$ cat config.mk
export PLATFORM = sky130hd
export DESIGN_NAME = bprz_word_tx
export DESIGN_NICKNAME = d
export VERILOG_FILES = /design/src/rtl/bprz_pkg.sv /design/src/rtl/bprz_loader.sv /design/src/rtl/bprz_fifo.sv /design/src/rtl/bprz_serializer.sv /design/src/rtl/bprz_word_tx.sv
export SDC_FILE = /design/constraint.sdc
export NUM_CORES = 1
export LEC_CHECK = 0
export BUFFER_PORTS_ARGS = -buffer_cell sky130_fd_sc_hd__buf_4
export CAP_MARGIN = 20
export CORE_ASPECT_RATIO = 1.4
export CORE_UTILIZATION = 40
export CTS_CLUSTER_DIAMETER = 50
export DETAILED_ROUTE_END_ITERATION = 7
export REMOVE_ABC_BUFFERS = 1
export SETUP_SLACK_MARGIN = 0.4
export SYNTH_ARGS = -nofsm -noshare
export SYNTH_HDL_FRONTEND = slang
export SYNTH_SLANG_ARGS = --single-unit
$ cat constraint.sdc
create_clock -name clk -period 8.7 [get_ports clk]
set_clock_uncertainty 0.1 [all_clocks]
set_input_delay 0.87 -clock clk [delete_from_list [all_inputs] [get_ports clk]]
set_output_delay 0.87 -clock clk [all_outputs]
set_load 0.02 [all_outputs]
$ cat src/rtl/bprz_pkg.sv
package bprz_pkg;

    typedef enum logic [1:0] {
        SER_IDLE  = 2'd0,
        SER_MARK  = 2'd1,
        SER_SPACE = 2'd2,
        SER_GAP   = 2'd3
    } ser_state_e;

    // Returns the bit that completes the word to odd (even=0) or even (even=1) parity.
    function automatic logic parity_bit(input logic [30:0] w, input logic even);
        return (^w) ^ ~even;
    endfunction

    function automatic int max2(input int a, input int b);
        return (a > b) ? a : b;
    endfunction

endpackage

$ cat src/rtl/bprz_loader.sv
module bprz_loader #(
    parameter int HALF_W = 16,
    parameter int WORD_W = 31
) (
    input  logic              clk,
    input  logic              rst,
    input  logic              ld_lo,
    input  logic              ld_hi,
    input  logic [HALF_W-1:0] ld_data,
    output logic              push,
    output logic [WORD_W-1:0] push_word
);
    localparam int UPPER_W = WORD_W - HALF_W;

    logic [HALF_W-1:0] lo_q;
    logic              lo_pend;
    logic              lo_only;
    logic              hi_only;

    assign lo_only = ld_lo && !ld_hi;
    assign hi_only = ld_hi && !ld_lo;

    always_ff @(posedge clk) begin
        if (rst) begin
            lo_q    <= '0;
            lo_pend <= 1'b0;
        end else if (lo_only) begin
            lo_q    <= ld_data;
            lo_pend <= 1'b1;
        end else if (hi_only && lo_pend) begin
            lo_pend <= 1'b0;
        end
    end

    assign push      = hi_only && lo_pend;
    assign push_word = {ld_data[UPPER_W-1:0], lo_q};

endmodule

$ cat src/rtl/bprz_fifo.sv
module bprz_fifo #(
    parameter int WIDTH = 31,
    parameter int DEPTH = 8
) (
    input  logic                       clk,
    input  logic                       rst,
    input  logic                       push,
    input  logic [WIDTH-1:0]           wdata,
    input  logic                       pop,
    output logic [WIDTH-1:0]           rdata,
    output logic [$clog2(DEPTH+1)-1:0] level
);
    localparam int AW = (DEPTH > 1) ? $clog2(DEPTH) : 1;
    localparam int CW = $clog2(DEPTH+1);
    localparam logic [AW-1:0] LAST = AW'(DEPTH - 1);
    localparam logic [CW-1:0] FULL = CW'(DEPTH);

    logic [WIDTH-1:0] mem [DEPTH];
    logic [AW-1:0]    wr_ptr;
    logic [AW-1:0]    rd_ptr;
    logic             do_push;
    logic             do_pop;

    assign do_push = push && (level != FULL);
    assign do_pop  = pop && (level != '0);
    assign rdata   = mem[rd_ptr];

    always_ff @(posedge clk) begin
        if (do_push) mem[wr_ptr] <= wdata;
    end

    always_ff @(posedge clk) begin
        if (rst) begin
            wr_ptr <= '0;
            rd_ptr <= '0;
            level  <= '0;
        end else begin
            if (do_push) wr_ptr <= (wr_ptr == LAST) ? '0 : wr_ptr + 1'b1;
            if (do_pop)  rd_ptr <= (rd_ptr == LAST) ? '0 : rd_ptr + 1'b1;
            case ({do_push, do_pop})
                2'b10:   level <= level + 1'b1;
                2'b01:   level <= level - 1'b1;
                default: level <= level;
            endcase
        end
    end

endmodule

$ cat src/rtl/bprz_serializer.sv
module bprz_serializer
    import bprz_pkg::*;
#(
    parameter int WORD_W     = 31,
    parameter int HS_HALF    = 5,
    parameter int LS_HALF    = 40,
    parameter int GAP_HALVES = 8
) (
    input  logic              clk,
    input  logic              rst,
    input  logic              tx_en,
    input  logic              fast_sel,
    input  logic              par_even,
    input  logic              have_word,
    input  logic [WORD_W-1:0] word_in,
    output logic              pop,
    output logic              mark_p,
    output logic              mark_n,
    output logic              busy
);
    localparam int HS_GAP = GAP_HALVES * HS_HALF;
    localparam int LS_GAP = GAP_HALVES * LS_HALF;
    localparam int CNT_W  = $clog2(max2(max2(HS_HALF, LS_HALF), max2(HS_GAP, LS_GAP)) + 1);
    localparam int BIT_W  = $clog2(WORD_W + 1);
    localparam logic [CNT_W-1:0] HS_T  = CNT_W'(HS_HALF - 1);
    localparam logic [CNT_W-1:0] LS_T  = CNT_W'(LS_HALF - 1);
    localparam logic [CNT_W-1:0] HSG_T = CNT_W'(HS_GAP - 1);
    localparam logic [CNT_W-1:0] LSG_T = CNT_W'(LS_GAP - 1);
    localparam logic [BIT_W-1:0] LAST_BIT = BIT_W'(WORD_W);

    ser_state_e        state;
    logic [WORD_W:0]   sh;
    logic [BIT_W-1:0]  bit_idx;
    logic [CNT_W-1:0]  tcnt;
    logic              fast_q;
    logic              start;
    logic              tick;
    logic [CNT_W-1:0]  half_t;
    logic [CNT_W-1:0]  gap_t;

    assign tick   = (tcnt == '0);
    assign half_t = fast_q ? HS_T : LS_T;
    assign gap_t  = fast_q ? HSG_T : LSG_T;
    assign start  = tx_en && have_word &&
                    ((state == SER_IDLE) || ((state == SER_GAP) && tick));
    assign pop    = start;

    always_ff @(posedge clk) begin
        if (rst) begin
            state   <= SER_IDLE;
            sh      <= '0;
            bit_idx <= '0;
            tcnt    <= '0;
            fast_q  <= 1'b0;
        end else if (!tx_en) begin
            state <= SER_IDLE;
            tcnt  <= '0;
        end else if (start) begin
            sh      <= {parity_bit(word_in, par_even), word_in};
            fast_q  <= fast_sel;
            bit_idx <= '0;
            tcnt    <= fast_sel ? HS_T : LS_T;
            state   <= SER_MARK;
        end else begin
            unique case (state)
                SER_MARK: begin
                    if (tick) begin
                        state <= SER_SPACE;
                        tcnt  <= half_t;
                    end else begin
                        tcnt <= tcnt - 1'b1;
                    end
                end
                SER_SPACE: begin
                    if (!tick) begin
                        tcnt <= tcnt - 1'b1;
                    end else if (bit_idx == LAST_BIT) begin
                        state <= SER_GAP;
                        tcnt  <= gap_t;
                    end else begin
                        state   <= SER_MARK;
                        sh      <= sh >> 1;
                        bit_idx <= bit_idx + 1'b1;
                        tcnt    <= half_t;
                    end
                end
                SER_GAP: begin
                    if (tick) state <= SER_IDLE;
                    else      tcnt  <= tcnt - 1'b1;
                end
                default: state <= SER_IDLE;
            endcase
        end
    end

    assign mark_p = (state == SER_MARK) && sh[0];
    assign mark_n = (state == SER_MARK) && !sh[0];
    assign busy   = (state != SER_IDLE);

endmodule

$ cat src/rtl/bprz_word_tx.sv
module bprz_word_tx #(
    parameter int HALF_W     = 16,
    parameter int WORD_W     = 31,
    parameter int DEPTH      = 8,
    parameter int HS_HALF    = 5,
    parameter int LS_HALF    = 40,
    parameter int GAP_HALVES = 8
) (
    input  logic              clk,
    input  logic              rst,
    input  logic              ld_lo,
    input  logic              ld_hi,
    input  logic [HALF_W-1:0] ld_data,
    input  logic              tx_en,
    input  logic              fast_sel,
    input  logic              par_even,
    input  logic              lpbk_n,
    output logic              line_p,
    output logic              line_n,
    output logic              tap_p,
    output logic              tap_n,
    output logic              tx_ready
);
    localparam int CW = $clog2(DEPTH + 1);

    logic              push;
    logic [WORD_W-1:0] push_word;
    logic              pop;
    logic [WORD_W-1:0] head_word;
    logic [CW-1:0]     fifo_level;
    logic              mark_p;
    logic              mark_n;
    logic              busy;

    bprz_loader #(.HALF_W(HALF_W), .WORD_W(WORD_W)) u_loader (
        .clk(clk), .rst(rst), .ld_lo(ld_lo), .ld_hi(ld_hi), .ld_data(ld_data),
        .push(push), .push_word(push_word)
    );

    bprz_fifo #(.WIDTH(WORD_W), .DEPTH(DEPTH)) u_fifo (
        .clk(clk), .rst(rst), .push(push), .wdata(push_word),
        .pop(pop), .rdata(head_word), .level(fifo_level)
    );

    bprz_serializer #(
        .WORD_W(WORD_W), .HS_HALF(HS_HALF), .LS_HALF(LS_HALF), .GAP_HALVES(GAP_HALVES)
    ) u_ser (
        .clk(clk), .rst(rst), .tx_en(tx_en), .fast_sel(fast_sel), .par_even(par_even),
        .have_word(fifo_level != '0), .word_in(head_word), .pop(pop),
        .mark_p(mark_p), .mark_n(mark_n), .busy(busy)
    );

    assign line_p   = lpbk_n && mark_p;
    assign line_n   = lpbk_n && mark_n;
    assign tap_p    = !lpbk_n && mark_p;
    assign tap_n    = !lpbk_n && mark_n;
    assign tx_ready = (fifo_level == '0) && !busy;

endmodule

==> results of run 1 <==
-- synth_stat cells, drive strengths merged (3+ instances only) --
master  number
a211oi      64
a21oi       68
a31oi        4
buf         24
clkbuf      25
dfxtp       79
edfxtp     248
ha          16
inv          9
mux2i       67
mux4        31
nand2       55
nor2        25
nor2b       36
nor3        17
nor3b        7
o21ai       12
o22ai       31
or2          3
or3          3
xnor2       27
xor2        10
-- through the flow --
| step | cell area, um^2 | utilization (%) | cells | power [mW] | worst slack, ns |
|---|---|---|---|---|---|
| 5_1_grt | 15100 | 46.5 | 1384 | 3.67 | 4.62 |
| 3_5_place_dp | 13900 | 42.9 | 1322 | 2.09 | 4.86 |
| 6_report | 15100 | 46.5 | 1384 | 3.55 | 4.93 |
| 3_3_place_gp | 13900 | 42.9 | 1322 | 2.08 | 4.93 |
| 2_1_floorplan | 13000 | - | 835 | 2.01 | 3.00 |
| 4_1_cts | 15100 | 46.5 | 1384 | 3.58 | 4.85 |
-- cell type report --
cell class                 instances  share of cell area (%)
sequential                       327                    59.8
tap                              440                    3.65
multi-input combinational        498                    26.2
inverter                          10                   0.249
clock inverter                    17                    1.21
clock buffer                      45                    6.53
timing repair buffer              47                    2.34
-- cells by family after synthesis --
| group | count (synthesis) | share of synthesized area (%) |
|---|---|---|
| multiplexers | 98 | 10.4 |
| buffers and inverters | 59 | 2.19 |
| AO/OA/AOI/OAI | 185 | 8.84 |
| adder cells (fa/ha/maj) | 16 | 1.51 |
| AND/OR/NAND/NOR | 161 | 6.11 |
| XOR/XNOR | 38 | 2.68 |
| flip-flops | 327 | 68.3 |
-- final timing paths --
check	start	endpoint	depth (start not counted)
hold reg to reg	u_ser.tcnt[7]$_SDFFE_PP0P_	u_ser.tcnt[7]$_SDFFE_PP0P_	2
hold / removal	u_ser.tcnt[7]$_SDFFE_PP0P_	u_ser.tcnt[7]$_SDFFE_PP0P_	2
setup reg to reg	flop	u_ser.sh[31]$_SDFFE_PP0P_	9
setup / recovery	flop	u_ser.sh[31]$_SDFFE_PP0P_	9
-- state kept, by name (all words and copies together), names as in the netlist, named ones only --
name	count
u_ser.tcnt	9
u_fifo.level	4
u_fifo.mem	248
u_loader.lo_q	16
u_ser.state	2
u_ser.bit_idx	5
u_fifo.rd_ptr	3
u_loader.lo_pend	1
u_fifo.wr_ptr	3
u_ser.fast_q	1
u_ser.sh	32
-- power by group --
| group | switching (mW) | internal [mW] |
|---|---|---|
| registers | 0.0323 | 1.71 |
| logic | 0.165 | 0.149 |
| clock network | 0.601 | 0.896 |
-- metal layers --
layer  part of all wire (%)  wire [um]
met5                      0          0
met4                    2.3        658
met3                    3.6       1010
met2                     52      14600
met1                     42      12000
-- worst min-delay path, stage by stage (launching register included) --
cell and delay [ns]:
dfxtp_1 0.31, nand2_1 0.05, a21oi_1 0.05
==> metrics.cfg, run 1 <==
[logic_synthesis]
ys_top_cells_by_area = edfxtp_1 56%, dfxtp_1 12%, mux2i_1 5.1%
avgSynthCellArea_um2 = 15.0
synth-seq-cells = 327
yosysUniqueCellTypes = 49
async_reset_ff_share_pct = 0
synthCells = 884
synth.top_cell.area_share_pct = 56.3
synth_largest_area_cell = edfxtp_1
synth_area_um2 = 13200
synth_edf_count = 248
yosys_warnings = 0
yosysSeqAreaShare_pct = 68.3
synthFlopType = edfxtp_1

[clock_network]
postCtsSetupBuffers = 0
hold_buffers = 0
cts_buffers = 34
clk_pin_slew_ns = 0.07
cts.sinks = 327
ctsLongestPathBuffers = 3
cts.repair.resized = 0
insertion_delay_ns = 0.52
root_buffer = clkbuf_16
cts_htree_levels = 2
cts_tree = built

[timing]
finalHoldViolCount = 0
timing.fmax_mhz = 265
grt_setup_unrepaired = no
fin_tns_setup_ns = 0
setup_violations = 0
period_minus_slack_ns = 3.77
worst_pin_slew_ns = 1.06
period_share_pct = 43.3
slew_violations = 0
relSlewSlack_pct = 29.2
hold-worst-slack_ns = 0.359

[drt]
avgViaCountPerCell = 5.34
first_iter_violations = 511
wl_per_cell_um = 20.4
drcViolationCount = 0
firstDrtPassIters = 5
vias = 7389
routed_wl_um = 28200
drtAntennaViolNets = 0

[worst_setup_path]
criticalPathCategory = reg2reg
slowest_delay_ns = 0.75
cpLargestDelayFamily = XOR/XNOR gates
crit_required_ns = 8.97
slowest_stage = buf_4
crit_path_cell_trace = buf_4 -> mux4_1 -> a21oi_1 -> xnor2_1 -> xnor2_1 -> xnor3_1 -> xnor2_1 -> xnor2_1 -> o31ai_2
ff2ff_setup_slack_ns = 4.93
path_common_cell = xnor2_1
crit_path_end_kind = flop
cp-start-kind = flop
cp_num_buf_inv = 1
cp_max_fo = 45
critPathArrivalTime_ns = 4.04

[layout]
area_delta_synth_final_pct = 14.2
final_common_cell = edfxtp_1
final_cell_mix = 248 x edfxtp_1, 77 x dfxtp_1, 67 x mux2i_1
final_layout_size_suffix_gt1_share_pct = 16.1
regArea_um2 = 9030
n_fill_cell = 2824
num-nets-final = 958
diodes = 0
multi_input_area_um2 = 3960

[global_route]
gr-usage-all-layers_pct = 17.2
grt_max_degree = 69
grt_util_met1_pct = 21.3
grt_pass1_wl_um = 43600
antenna_found_initial = 0
grt_pass1_vias = 7382
overflow = 0
met3_usage_pct = 2.73
busiest_layer = met2
use_met2_pct = 30.6

[floorplan]
die_area_um2 = 33800
coreArea_um2 = 32500
start_util_pct = 40.7
num_rows = 78
die_h_um = 217
io_pins = 29
die_x_um = 156

[placed_design]
place.gp.congestion = 0.821
dp_hpwl_um = 15400
port-buffer-count = 28

[flow_run]
max-cap-violations = 0

[pwr]
p_leak_nw = 4.83
ir_drop_mv = 0.102
powerDensity_nw_per_um2 = 235

[hold_path]
hp-class = reg2reg

[outcome]
status = completed

Power figures use the tool's default switching activity.
==> run 2: changes to the inputs <==
==> constraint.sdc (replaced) <==
create_clock -name clk -period 3.3 [get_ports clk]
set_clock_uncertainty 0.1 [all_clocks]
set_input_delay 0.33 -clock clk [delete_from_list [all_inputs] [get_ports clk]]
set_output_delay 0.33 -clock clk [all_outputs]
set_load 0.02 [all_outputs]
==> metrics.cfg, run 2 (synthesis gave the netlist of run 1 again) <==
[outcome]
status = completed

[worst_setup_path]
criticalPathCategory = reg2reg
ff2ff_path_depth = 9  ; unchanged
crit_required_ns = 3.57  ; -5.40 ns
ff2ff_setup_slack_ns = 0.50  ; -4.43 ns
r2r_end = u_ser.sh[31]$_SDFFE_PP0P_
cp_max_fo = 12  ; -73%
cp-start-kind = flop
crit_path_end_kind = flop
critPathArrivalTime_ns = 3.07  ; -0.97 ns

[timing]
worst_pin_slew_ns = 0.874  ; -0.186 ns
timing.fmax_mhz = 357  ; +35%
setup_violations = 0  ; unchanged
period_minus_slack_ns = 2.80  ; -0.970 ns
slew_violations = 0  ; unchanged
relSlewSlack_pct = 41.6  ; +12 points
finalHoldViolCount = 0  ; unchanged
period_share_pct = 84.9  ; +42 points
grt_setup_unrepaired = yes

[layout]
regMostFlops = u_fifo.mem
top_regs = u_fifo.mem: 248 flops, u_ser.sh: 32 flops, u_loader.lo_q: 16 flops
n_fill_cell = 2800  ; -0.85%
area_delta_synth_final_pct = 17.7
num-nets-final = 999  ; +4.3%
fin_area_um2 = 15600  ; +3.1%
largest_reg_flops = 248  ; unchanged
multi_input_area_um2 = 4040  ; +1.9%
regArea_um2 = 9030  ; unchanged
final_layout_size_suffix_gt1_share_pct = 18.9  ; +2.8 points
final_cell_mix = 248 x edfxtp_1, 77 x dfxtp_1, 67 x mux2i_1
diodes = 0  ; unchanged
final_common_cell = edfxtp_1

[drt]
first_iter_violations = 501  ; -2.0%
firstDrtPassIters = 4  ; -1
avgViaCountPerCell = 5.29  ; -0.92%
vias = 7538  ; +2.0%
drtAntennaViolNets = 0  ; unchanged
routed_wl_um = 28400  ; +0.39%
drcViolationCount = 0  ; unchanged
wl_per_cell_um = 19.9  ; -2.5%

[placed_design]
place.gp.congestion = 0.804  ; -2.0%
dp_hpwl_um = 16700  ; +8.4%
placed_area_um2 = 14200  ; +1.6%
port-buffer-count = 28  ; unchanged

[global_route]
gr-usage-all-layers_pct = 17.2  ; -0.035 points
grt_max_degree = 69  ; unchanged
overflow = 0  ; unchanged
busiest_layer = met2
use_met2_pct = 30.5  ; -0.16 points
grt_pass1_wl_um = 43800  ; +0.57%
grt_pass1_vias = 7634  ; +3.4%
met3_usage_pct = 2.95  ; +0.22 points
antenna_found_initial = 0  ; unchanged
grt_util_met1_pct = 20.9  ; -0.48 points

[clock_network]
insertion_delay_ns = 0.52  ; about the same
cts_buffers = 35  ; +2.9%
cts.sinks = 327  ; unchanged
cts_htree_levels = 2  ; unchanged
clk_pin_slew_ns = 0.06  ; about the same
ctsLongestPathBuffers = 3  ; unchanged
cts_tree = built
root_buffer = clkbuf_16

[pwr]
sequentialPowerShare_pct = 49.1  ; about the same
totalPowerFinal_mw = 9.30  ; +160%
ir_drop_mv = 0.495  ; +390%
pwr-share-comb_pct = 10.1  ; +1.3 points
swShare_pct = 22.5  ; +0.027 points
powerDensity_nw_per_um2 = 597  ; +150%
clockPowerShare_pct = 40.8  ; -1.4 points
p_switching_mw = 2.09  ; +160%
p_int_mw = 7.20  ; +160%
p_leak_nw = 5.04  ; +4.2%

[floorplan]
die_x_um = 156  ; unchanged
die_h_um = 217  ; unchanged
coreArea_um2 = 32500  ; unchanged
die_area_um2 = 33800  ; unchanged
start_util_pct = 40.7  ; unchanged
io_pins = 29  ; unchanged
num_rows = 78  ; unchanged

[hold_path]
min_to = u_ser.fast_q$_SDFFE_PP0P_
min_from = fast_sel
whs_path_depth = 3  ; +1
hp-class = in2reg

[flow_run]
max-cap-violations = 0  ; unchanged

-- run 2: repair_timing --
action,4_1_cts,5_1_grt
buffers inserted,3,1
hold buffers,16,0
endpoints found under the hold margin,122,0
pin swaps,0,3
resized for setup,2,21
setup endpoints to repair,1,7
-- run 2: power groups by stage --
stage	clock, mW	combinational [mW]	sequential (mW)
floorplan	0	0.620	4.68
global placement	0	0.878	4.65
detailed placement	0	0.882	4.66
CTS	3.89	0.915	4.56
global route	4.04	1.02	4.57
finish	3.80	0.936	4.56
-- run 2: worst max path at each step --
stage	start	endpoint	slack, ns	cells past startpoint
after floorplan	flop	u_ser.sh[31]$_SDFFE_PP0P_	-2.40	8
after global placement	flop	u_ser.sh[31]$_SDFFE_PP0P_	0.33	9
after detailed placement	flop	u_ser.sh[31]$_SDFFE_PP0P_	0.34	10
after CTS	u_ser.tcnt[2]$_SDFFE_PP0P_	u_fifo.level[2]$_SDFFE_PP0P_	0.42	13
after global routing	u_ser.tcnt[2]$_SDFFE_PP0P_	u_fifo.level[2]$_SDFFE_PP0P_	0.35	13
final	flop	u_ser.sh[31]$_SDFFE_PP0P_	0.50	9
-- run 2: final cells by class --
type,count,share of cell area (%)
Clock buffer,46,6.23
Clock inverter,17,0.972
Inverter,10,0.241
Multi-Input combinational cell,498,25.9
Sequential cell,327,58.0
Tap cell,440,3.54
Timing Repair Buffer,87,5.09
-- run 2: per-stage QoR --
stage	worst slack, ns	hold slack [ns]	TNS, ns	utilization [%]	instances
5_1_grt	0.347	0.0300	0	47.9	1425
6_report	0.499	0.0293	0	47.9	1425
4_1_cts	0.423	0.00256	0	47.6	1424
3_5_place_dp	0.343	0.356	0	43.6	1342
3_3_place_gp	0.331	0.341	0	43.6	1342
2_1_floorplan	-2.40	0.299	-170.71	-	835
-- run 2: worst max-delay path, stage by stage, from the launching register on --
cell,delay [ns]
dfxtp_4,0.42
buf_6,0.17
buf_12,0.16
mux4_2,0.50
a21o_1,0.25
xnor2_2,0.18
xnor3_1,0.45
xnor2_2,0.20
xnor2_1,0.15
o31ai_2,0.07
-- run 2: routing by layer --
metal  vias up  routed length, um
met3        48               1110
met1      3791              11900
met2       141              14700
li1       3558                  -
met4         0                724
met5         -                  0
